### src/rtl/uart_rx_pkg.sv
package uart_rx_pkg;

  typedef struct packed {
    logic       fe;
    logic       pe;
    logic [7:0] data;
  } rx_entry_t;

  typedef enum logic [2:0] {
    RX_IDLE, RX_START, RX_DATA, RX_PAR, RX_STOP, RX_VERIFY
  } rx_state_t;

  // number of data bits for a word length code
  function automatic logic [3:0] data_bits(input logic [1:0] wl);
    return 4'd5 + {2'b00, wl};
  endfunction

  // 1 when data plus parity bit do not match the selected sense
  function automatic logic parity_bad(input logic [7:0] d, input logic pbit,
                                      input logic even);
    return (^d) ^ pbit ^ ~even;
  endfunction

  function automatic logic [7:0] status_word(input logic dr, input logic ovr,
                                             input logic pe, input logic fe);
    return {4'b0000, fe, pe, ovr, dr};
  endfunction

endpackage

### src/rtl/uart_rx_deser.sv
module uart_rx_deser
  import uart_rx_pkg::*;
#(
  parameter int OSR = 16
) (
  input  logic      clk,
  input  logic      rst_n,
  input  logic      tick,
  input  logic      rxd,
  input  logic [1:0] wlen,
  input  logic      par_en,
  input  logic      par_even,
  output logic      frame_valid,
  output rx_entry_t frame
);
  localparam int CW = $clog2(OSR);
  localparam logic [CW-1:0] LAST = CW'(OSR - 1);
  localparam logic [CW-1:0] MID  = CW'(OSR / 2 - 1);

  rx_state_t     state;
  logic [CW-1:0] cnt;
  logic [2:0]    bit_idx;
  logic [7:0]    shreg;
  logic          par_bit;
  logic [3:0]    nbits;
  logic          bit_sample;

  assign nbits      = data_bits(wlen);
  assign bit_sample = tick && (cnt == LAST);

  always_ff @(posedge clk or negedge rst_n) begin
    if (!rst_n) begin
      state   <= RX_IDLE;
      cnt     <= '0;
      bit_idx <= '0;
      shreg   <= '0;
      par_bit <= 1'b0;
    end else if (tick) begin
      unique case (state)
        RX_IDLE: if (!rxd) begin
          state <= RX_START;
          cnt   <= '0;
        end
        RX_START: if (cnt == MID) begin
          if (!rxd) begin
            state   <= RX_DATA;
            cnt     <= '0;
            bit_idx <= '0;
            shreg   <= '0;
          end else begin
            state <= RX_IDLE;
          end
        end else begin
          cnt <= cnt + 1'b1;
        end
        RX_DATA: if (cnt == LAST) begin
          cnt            <= '0;
          shreg[bit_idx] <= rxd;
          if ({1'b0, bit_idx} == nbits - 4'd1) state <= par_en ? RX_PAR : RX_STOP;
          else bit_idx <= bit_idx + 1'b1;
        end else begin
          cnt <= cnt + 1'b1;
        end
        RX_PAR: if (cnt == LAST) begin
          cnt     <= '0;
          par_bit <= rxd;
          state   <= RX_STOP;
        end else begin
          cnt <= cnt + 1'b1;
        end
        RX_STOP: if (cnt == LAST) begin
          cnt   <= '0;
          state <= rxd ? RX_IDLE : RX_VERIFY;
        end else begin
          cnt <= cnt + 1'b1;
        end
        RX_VERIFY: if (!rxd) begin
          // one tick already spent past mid-bit
          state   <= RX_DATA;
          cnt     <= CW'(1);
          bit_idx <= '0;
          shreg   <= '0;
        end else begin
          state <= RX_IDLE;
        end
        default: state <= RX_IDLE;
      endcase
    end
  end

  assign frame_valid = bit_sample && (state == RX_STOP);
  assign frame.data  = shreg;
  assign frame.fe    = !rxd;
  assign frame.pe    = par_en && parity_bad(shreg, par_bit, par_even);

  assert_glitch_reject_R1: assert property (@(posedge clk) disable iff (!rst_n)
    (tick && state == RX_START && cnt == MID && rxd) |=> state == RX_IDLE);

  assert_pad_zero_R2: assert property (@(posedge clk) disable iff (!rst_n)
    frame_valid |-> ((frame.data >> nbits) == 8'd0));

  assert_resync_R10: assert property (@(posedge clk) disable iff (!rst_n)
    (frame_valid && frame.fe) |=> state == RX_VERIFY);

endmodule

### src/rtl/uart_rx_fifo.sv
module uart_rx_fifo
  import uart_rx_pkg::*;
#(
  parameter int DEPTH = 16
) (
  input  logic      clk,
  input  logic      rst_n,
  input  logic      push,
  input  logic      pop,
  input  logic      replace,
  input  rx_entry_t wdata,
  output rx_entry_t head,
  output logic      empty,
  output logic      full,
  output logic [$clog2(DEPTH+1)-1:0] count
);
  localparam int AW = (DEPTH > 1) ? $clog2(DEPTH) : 1;
  localparam int NW = $clog2(DEPTH + 1);
  localparam logic [AW-1:0] TOP = AW'(DEPTH - 1);

  rx_entry_t     mem [DEPTH];
  logic [AW-1:0] wr_ptr, rd_ptr;
  logic          do_push, do_pop;

  function automatic logic [AW-1:0] nxt(input logic [AW-1:0] p);
    return (p == TOP) ? '0 : p + 1'b1;
  endfunction

  assign empty   = (count == '0);
  assign full    = (count == NW'(DEPTH));
  assign do_pop  = pop && !empty;
  assign do_push = push && (!full || do_pop);
  assign head    = mem[rd_ptr];

  always_ff @(posedge clk or negedge rst_n) begin
    if (!rst_n) begin
      wr_ptr <= '0;
      rd_ptr <= '0;
      count  <= '0;
    end else begin
      if (do_push) wr_ptr <= nxt(wr_ptr);
      if (do_pop)  rd_ptr <= nxt(rd_ptr);
      if (do_push && !do_pop)      count <= count + 1'b1;
      else if (do_pop && !do_push) count <= count - 1'b1;
    end
  end

  always_ff @(posedge clk) begin
    if (do_push) mem[wr_ptr] <= wdata;
    else if (replace && !empty) mem[rd_ptr] <= wdata;
  end

  assert_count_bound_R6: assert property (@(posedge clk) disable iff (!rst_n)
    count <= NW'(DEPTH));

  assert_full_hold_R6: assert property (@(posedge clk) disable iff (!rst_n)
    (full && push && !pop) |=> (full && $stable(wr_ptr)));

endmodule

### src/rtl/uart_rx_lsr.sv
module uart_rx_lsr
  import uart_rx_pkg::*;
#(
  parameter int OSR   = 16,
  parameter int DEPTH = 16
) (
  input  logic       clk,
  input  logic       rst_n,
  input  logic       rx_line,
  input  logic       sample_tick,
  input  logic       fifo_on,
  input  logic       par_on,
  input  logic       par_even,
  input  logic [1:0] word_len,
  input  logic       rd_en,
  input  logic       rd_sel,
  output logic [7:0] rd_data,
  output logic       data_ready,
  output logic       overrun_err,
  output logic       parity_err,
  output logic       framing_err
);
  localparam int NW = $clog2(DEPTH + 1);

  rx_entry_t   frame, head;
  logic        frame_valid, empty, full;
  logic [NW-1:0] count;

  // named internal events
  logic buf_rd, lsr_rd, pop, push, replace, ovr_set, head_change;
  logic ovr_q, err_ack;

  uart_rx_deser #(.OSR(OSR)) u_deser (
    .clk, .rst_n, .tick(sample_tick), .rxd(rx_line), .wlen(word_len),
    .par_en(par_on), .par_even, .frame_valid, .frame
  );

  uart_rx_fifo #(.DEPTH(DEPTH)) u_fifo (
    .clk, .rst_n, .push, .pop, .replace, .wdata(frame),
    .head, .empty, .full, .count
  );

  assign buf_rd  = rd_en && !rd_sel;
  assign lsr_rd  = rd_en && rd_sel;
  assign pop     = buf_rd && !empty;
  assign push    = frame_valid && (fifo_on ? (!full || pop) : (empty || pop));
  assign replace = frame_valid && !fifo_on && !empty && !pop;
  assign ovr_set = frame_valid && !pop && (fifo_on ? full : !empty);
  assign head_change = pop || (push && empty) || replace;

  always_ff @(posedge clk or negedge rst_n) begin
    if (!rst_n) begin
      ovr_q   <= 1'b0;
      err_ack <= 1'b0;
    end else begin
      if (ovr_set)     ovr_q <= 1'b1;
      else if (lsr_rd) ovr_q <= 1'b0;
      if (head_change) err_ack <= 1'b0;
      else if (lsr_rd) err_ack <= 1'b1;
    end
  end

  assign data_ready  = !empty;
  assign overrun_err = ovr_q;
  assign parity_err  = !empty && head.pe && !err_ack;
  assign framing_err = !empty && head.fe && !err_ack;

  assign rd_data = rd_sel ? status_word(data_ready, overrun_err, parity_err, framing_err)
                          : (empty ? 8'd0 : head.data);

  assert_fifo_overrun_R6: assert property (@(posedge clk) disable iff (!rst_n)
    (frame_valid && fifo_on && full && !rd_en) |=> (overrun_err && $stable(count)));

  assert_hold_replace_R7: assert property (@(posedge clk) disable iff (!rst_n)
    (frame_valid && !fifo_on && data_ready && !rd_en) |=> (overrun_err && data_ready));

  assert_lsr_clear_R8: assert property (@(posedge clk) disable iff (!rst_n)
    (lsr_rd && !frame_valid) |=> (!overrun_err && !parity_err && !framing_err));

  assert_last_read_R9: assert property (@(posedge clk) disable iff (!rst_n)
    (buf_rd && count == NW'(1) && !frame_valid) |=> !data_ready);

  assert_reset_state_R11: assert property (@(posedge clk)
    !rst_n |=> (!data_ready && !overrun_err && !parity_err && !framing_err));

endmodule

### config.mk
export PLATFORM = sky130hd
export DESIGN_NAME = uart_rx_lsr
export DESIGN_NICKNAME = d
export VERILOG_FILES = /design/src/rtl/uart_rx_pkg.sv /design/src/rtl/uart_rx_deser.sv /design/src/rtl/uart_rx_fifo.sv /design/src/rtl/uart_rx_lsr.sv
export SDC_FILE = /design/constraint.sdc
export NUM_CORES = 1
export LEC_CHECK = 0
export BUFFER_PORTS_ARGS = -buffer_cell sky130_fd_sc_hd__buf_2
export CORE_MARGIN = 5
export CORE_UTILIZATION = 56
export DETAILED_ROUTE_END_ITERATION = 6
export GPL_TIMING_DRIVEN = 0
export HOLD_SLACK_MARGIN = 0.05
export PLACE_DENSITY = 0.86
export SLEW_MARGIN = 20
export SYNTH_ARGS = -nofsm -noshare
export SYNTH_HDL_FRONTEND = slang
export SYNTH_SLANG_ARGS = --single-unit
### constraint.sdc
create_clock -name clk -period 2.7 [get_ports clk]
set_clock_uncertainty 0.15 [all_clocks]
set_input_delay 0.135 -clock clk [delete_from_list [all_inputs] [get_ports clk]]
set_output_delay 0.135 -clock clk [all_outputs]
set_load 0.1 [all_outputs]
# ---- Yosys cells after proc, flatten, opt, wreduce, memory -nomap -nowiden
# Memories as Yosys holds them, arrays and structs flattened.
# Cells that the tools add are included.
dict set report word_totals {
  word_cells 142
  out_inout_bits 12
  ram_bits 160
  in_bits 11
  register_bits 34
  memories 1
}
# memory words width read_ports rd_clocked_by_memory_dff write_ports line
set mem_list {}
lappend mem_list {u_fifo.mem 16 10 1 0 1 uart_rx_fifo.sv:21} ;# rx_entry_t mem [DEPTH];
dict set report classes {
  n_eq_ne 19
  n_lt_le_gt_ge 2
  bitwise_logic 3
  muxes 47
  reduce_logical 52
  addsub 8
}
# op n
set op_table {}
lappend op_table {{8-bit two-way mux} 5}
lappend op_table {{3-bit two-way mux} 12}
lappend op_table {{4-bit two-way mux} 7}
lappend op_table {{8-bit case mux with 3 select lines} 1}
lappend op_table {{1-bit logical AND} 23}
lappend op_table {{3-bit case mux with 6 select lines} 1}
lappend op_table {{4-bit case mux with 4 select lines} 1}
lappend op_table {{1-bit two-way mux} 13}
lappend op_table {{4-bit by 1-bit adder with 4-bit output (second input constant)} 3}
lappend op_table {{4-bit equality test (second input constant)} 3}
lappend op_table {{10-bit two-way mux} 1}
lappend op_table {{5-bit two-way mux} 2}
lappend op_table {{2-bit by 1-bit != test with 1-bit output (second input constant)} 5}
lappend op_table {{10-bit OR reduction} 1}
lappend op_table {{1-bit zero test} 9}
lappend op_table {{3-bit case mux with 3 select lines} 1}
lappend op_table {{8-bit bitwise mux} 1}
lappend op_table {{8-bit parity} 1}
lappend op_table {{7-bit AND reduction} 1}
lappend op_table {{3-bit by 2-bit equality test with 1-bit output (second input constant)} 2}
lappend op_table {{3-bit equality test (second input constant)} 2}
lappend op_table {{2-bit != test (second input constant)} 3}
lappend op_table {{3-bit AND reduction} 2}
lappend op_table {{2-bit nonzero test} 3}
lappend op_table {{other kinds (23)} 28}

# ---- Longest topological paths before layout
dict set report depth {
  word_depth 12
  ltp_mapped 11
  depth_no_buf 11
}

# ---- Modules after synthesis
# From an unflattened synthesis, not the netlist that was laid out.
dict set report hier_totals {
  cells_unflattened 567
  hier_area_um2 8628.3
}
# module seq_area_each_um2 area_each_um2 instances cells_per_inst
set by_module_without_submodules {}
lappend by_module_without_submodules {uart_rx_fifo 5129.9 7014.2 1 374}
lappend by_module_without_submodules {uart_rx_deser 475.5 1337.5 1 159}
lappend by_module_without_submodules {uart_rx_lsr 50.0 276.5 1 34}

# ---- Worst setup path after synthesis
# Ideal clock, no wire load.
dict set report synth_timing {
  path_type {reg-to-output}
  start {reg u_fifo.rd_ptr[0]}
  end {out framing_err}
  path_slack_ps -934
  n_path_buf 3
  path_stages_with_launch 6
  t_required_ps 2415
  t_arrival_ps 3349
  cell_sequence {dfrtp_1 buf_2 clkbuf_1 clkbuf_1 o21ai_0 nor3_1}
}
dict set report synth_via {
  elab_chain_len 3
}
# item line
set synth_rtl {}
lappend synth_rtl {{start, declared} uart_rx_fifo.sv:22} ;# logic [AW-1:0] wr_ptr, rd_ptr;
lappend synth_rtl {{start signal, assigned} uart_rx_fifo.sv:42} ;# if (do_pop) rd_ptr <= nxt(rd_ptr);
lappend synth_rtl {{memory 16 x 10 bit} n/a}
lappend synth_rtl {{1-bit logical AND (2 in series)} uart_rx_lsr.sv:66} ;# assign framing_err = !empty && head.fe && !err_ack;
lappend synth_rtl {{end, declared} uart_rx_lsr.sv:21} ;# output logic framing_err
# Every way passes these cells.

# ---- Worst setup path after layout
dict set report layout_timing {
  start {reg u_fifo.count[0]}
  end {reg u_fifo.count[4]}
}
dict set report layout_via {
  elab_chain_len 10
  word_cells_on_any_way 21
  cone_classes {2 x add/sub; 1 x eq/ne; 3 x mux; 15 x reduce/logical}
}
# item line
set layout_rtl {}
lappend layout_rtl {{start, declared} uart_rx_fifo.sv:15} ;# output logic [$clog2(DEPTH+1)-1:0] count
lappend layout_rtl {{start signal, assigned} uart_rx_fifo.sv:43} ;# if (do_push && !do_pop) count <= count + 1'b1;
lappend layout_rtl {{start signal, assigned} uart_rx_fifo.sv:44} ;# else if (do_pop && !do_push) count <= count - 1'b1;
lappend layout_rtl {{5-bit zero test} uart_rx_fifo.sv:29} ;# assign empty = (count == '0);
lappend layout_rtl {{1-bit zero test} {uart_rx_fifo.sv:31, uart_rx_lsr.sv:45}}
lappend layout_rtl {{1-bit logical AND} uart_rx_lsr.sv:45} ;# assign pop = buf_rd && !empty;
lappend layout_rtl {{1-bit logical OR} uart_rx_lsr.sv:46} ;# assign push = frame_valid && (fifo_on ? (!full || pop) : (empty || pop));
lappend layout_rtl {{1-bit two-way mux} uart_rx_lsr.sv:46}
lappend layout_rtl {{1-bit logical AND} uart_rx_lsr.sv:46}
lappend layout_rtl {{1-bit logical AND *} uart_rx_fifo.sv:32} ;# assign do_push = push && (!full || do_pop);
lappend layout_rtl {{net u_fifo.do_push} uart_rx_fifo.sv:23} ;# logic do_push, do_pop;
lappend layout_rtl {{1-bit zero test} uart_rx_fifo.sv:44}
lappend layout_rtl {{1-bit logical AND} uart_rx_fifo.sv:44}
lappend layout_rtl {{2-bit nonzero test (no source line)} n/a}
# Mark *: on every way through the listed nets, which the timed path passes. The rest lies on a longest branch. The select of a mux whose other input is x is not followed.
# A chain may end at the register's enable or synchronous reset.

==> results by group <==
Outcome
  • Status: complete, but fails checks
  • Violated checks: setup timing

Timing
  • Final min period: 2.89 ns
  • Final worst path period share: 1.07
  • Slew margin rel.: 0.461
  • Final setup fails: 80
  • Hold Vio Cnt, Final: 0
  • Final Max Tran Viols: 0
  • Max Fclk: 347 MHz
  • WHS: 0.174 ns
  • Setup WS post-layout: -0.186 ns
  • RSZ-0062 raised after global routing: yes
  • Worst slew pin tran: 0.808 ns

Clock tree
  • Root Driver: clkbuf_16
  • CTS tree: done
  • CTS Buffer Depth: 2
  • Inserted Clock Buffers: 17
  • H-tree lvl count: 4
  • Clock latency on the worst-skew pair: 0.44 ns
  • Clock transition at path regs: 0.08 ns
  • Clock sink total: 194

Pwr
  • Maximum VDD drop: 0.961 mV
  • Cell leakage power: 3.94 nW
  • Power per Cell Area: 1100 mW/mm^2

Logic synthesis
  • Post-synth EDFFs: 160
  • Yosys reg bits: 194
  • Synth Flop Type: edfxtp_1
  • Synth async-reset ratio: 0.175
  • Library cells used by synthesis: 61
  • Post-Synthesis Cells: 577
  • Mapped cell area: 0.00860 sq mm
  • Avg Cell Area, Syn: 14.9 sq um
  • Net count after synthesis: 598
  • Seq/Total Area, Yosys: 0.658
  • Synth warnings: 0

Critical path
  • Max FO, Critical Path: 5
  • CP Class: flop to flop
  • CP Launch Type: flop
  • WP data required: 2.89 ns
  • Start of the worst register-to-register path: u_fifo.count[0]
  • Worst reg2reg path depth: 11
  • Crit end category: flop
  • Flop-to-flop setup slack: -0.19 ns
  • Critical R2R Capture: u_fifo.count[4]
  • Worst EP arrival: 3.07 ns

Global route
  • Grt ovf: 0
  • Met1 Use GR: 0.316
  • Busiest grt layer: met2
  • Vias in the first global route: 5686
  • Initial antenna violation count: 0
  • M3 GR Usage: 0.0514
  • Met2 GRT Util: 0.414
  • Gr usage total: 0.246
  • Largest net degree at the start of global routing: 35
  • First-pass GRT wire length: 32.8 mm

Floorplan
  • Core area: 0.0151 sq mm
  • I/O pin count: 23
  • Chip height: 134 um
  • Die Width: 134 um
  • FP Rows: 45
  • Starting Density: 0.568
  • DIE AREA: 0.0179 sq mm

Place
  • Number of buffers added on ports: 20
  • Placer Congestion: 0.921
  • Pre-CTS WS: -0.763 ns
  • Dpl cells: 785
  • DP HPWL: 12.0 mm
  • Post-placement cell area: 0.00900 sq mm

Run
  • Maxcap violations: 0

Final layout
  • Diode count: 0
  • Commonest non-fill, non-tap cells in the layout: 160 x edfxtp_1, 38 x buf_4, 32 x nand2_1
  • Post-route insts no fill: 886
  • Area Growth Syn to Fin: 28.8%
  • Most common cell after layout, fill and taps aside: edfxtp_1
  • Share of layout cells above drive strength 1: 0.350
  • Fin area: 0.0111 sq mm
  • Nets@finish: 707

Route
  • Iter 0 DRT Violations: 637
  • Via density: 6.66
  • # DRC: 0
  • Via Count: 5897
  • 1st-pass router iterations: 6
  • DR WL/cell: 26.6 um
  • Post-route ant nets: 0
  • Routed WL: 23.6 mm

Worst hold path
  • HP Class: input port to asynchronous set/reset pin
-- flip-flops by register name, summed over array words and instances (netlist names) --
| signal | count |
|---|---|
| u_fifo.mem | 160 |
| u_fifo.wr_ptr | 4 |
| u_deser.shreg | 8 |
| overrun_err | 1 |
| u_deser.bit_idx | 3 |
| u_deser.cnt | 4 |
| u_fifo.count | 5 |
| u_fifo.rd_ptr | 4 |
| u_deser.state | 3 |
| err_ack | 1 |
| u_deser.par_bit | 1 |
-- logic make-up after synthesis --
kind of cell / count (synthesis) / share of synthesized area
flip-flops: 194 / 0.658
AO/OA/AOI/OAI: 116 / 0.0885
adder cells (fa/ha/maj): 10 / 0.0154
multiplexers: 66 / 0.119
XOR/XNOR: 19 / 0.0194
buffers and inverters: 49 / 0.0255
AND/OR/NAND/NOR: 123 / 0.0746
-- worst max path at each step --
stage	start	endpoint	slack, ns	cells after the start
final	u_fifo.count[0]	u_fifo.count[4]	-0.19	11
after CTS	u_fifo.count[0]	rd_data[1]	-0.03	8
after global routing	u_fifo.count[0]	u_fifo.count[4]	-0.27	11
after floorplan	u_fifo.rd_ptr[0]	framing_err	-0.12	5
after detailed placement	u_deser.cnt[0]	u_fifo.mem[1][6]	-0.76	6
after global placement	u_deser.cnt[0]	u_fifo.mem[9][4]	-0.64	6
-- final cells by class --
cell class                 count  area [sq um]
tap                          188           235
buffer                        30           246
fill                         807          4070
clock inverter                14           145
sequential                   194          5660
inverter                      17          68.8
timing repair buffer          92          1070
clock buffer                  17           425
multi-input combinational    334          3220
-- worst max-delay path, stage by stage (launching register included) --
cell and delay (ns):
dfrtp_1 0.42, buf_4 0.16, nor4_4 0.32, and3_4 0.32, nor3_4 0.07, ha_4 0.21, inv_4 0.09, ha_4 0.20
a21o_1 0.17, a21oi_2 0.16, mux2i_1 0.32, xnor2_1 0.20
-- per-stage QoR --
stage / power, mW / util / setup TNS (ns)
3_3_place_gp: 8.26 / 0.594 / -81.55
2_1_floorplan: 7.44 / - / -0.124
5_1_grt: 12.7 / 0.731 / -13.68
4_1_cts: 11.5 / 0.698 / -0.0805
6_report: 12.2 / 0.731 / -5.07
3_5_place_dp: 8.42 / 0.594 / -98.88
-- Yosys cell counts, types with 10 or more instances --
cell      number  share of area
buf_2         10         0.0058
nor2_1        31          0.014
nand2_1       32          0.014
edfxtp_1     160           0.56
a22oi_1       14          0.012
o21ai_0       31          0.018
mux2i_1       31          0.036
inv_1         16         0.0070
xnor2_1       16          0.016
clkbuf_1      15         0.0065
dfrtp_1       34          0.099
a21oi_1       20          0.012
nand3_1       14         0.0081
mux4_2        28          0.073
-- power by group --
group | internal [mW] | switching, mW | total, mW
registers | 3.83 | 0.460 | 4.29
clock network | 1.23 | 1.20 | 2.43
logic | 2.25 | 3.25 | 5.51
total | 7.31 | 4.91 | 12.2
-- per-layer routing --
layer / vias up / share of wire
li1: 2464 / -
met1: 2951 / 0.38
met2: 388 / 0.51
met3: 94 / 0.070
met4: 0 / 0.045
met5: - / 0
-- timing repair --
item,in CTS,in global routing
gates cloned,1,1
pin swaps,27,28
buffers inserted,39,27
resized for setup,118,54
endpoints found under the setup margin,172,174
endpoints found under the hold margin,39,0
hold buffers,8,0
(Power assumes the default switching activity.)
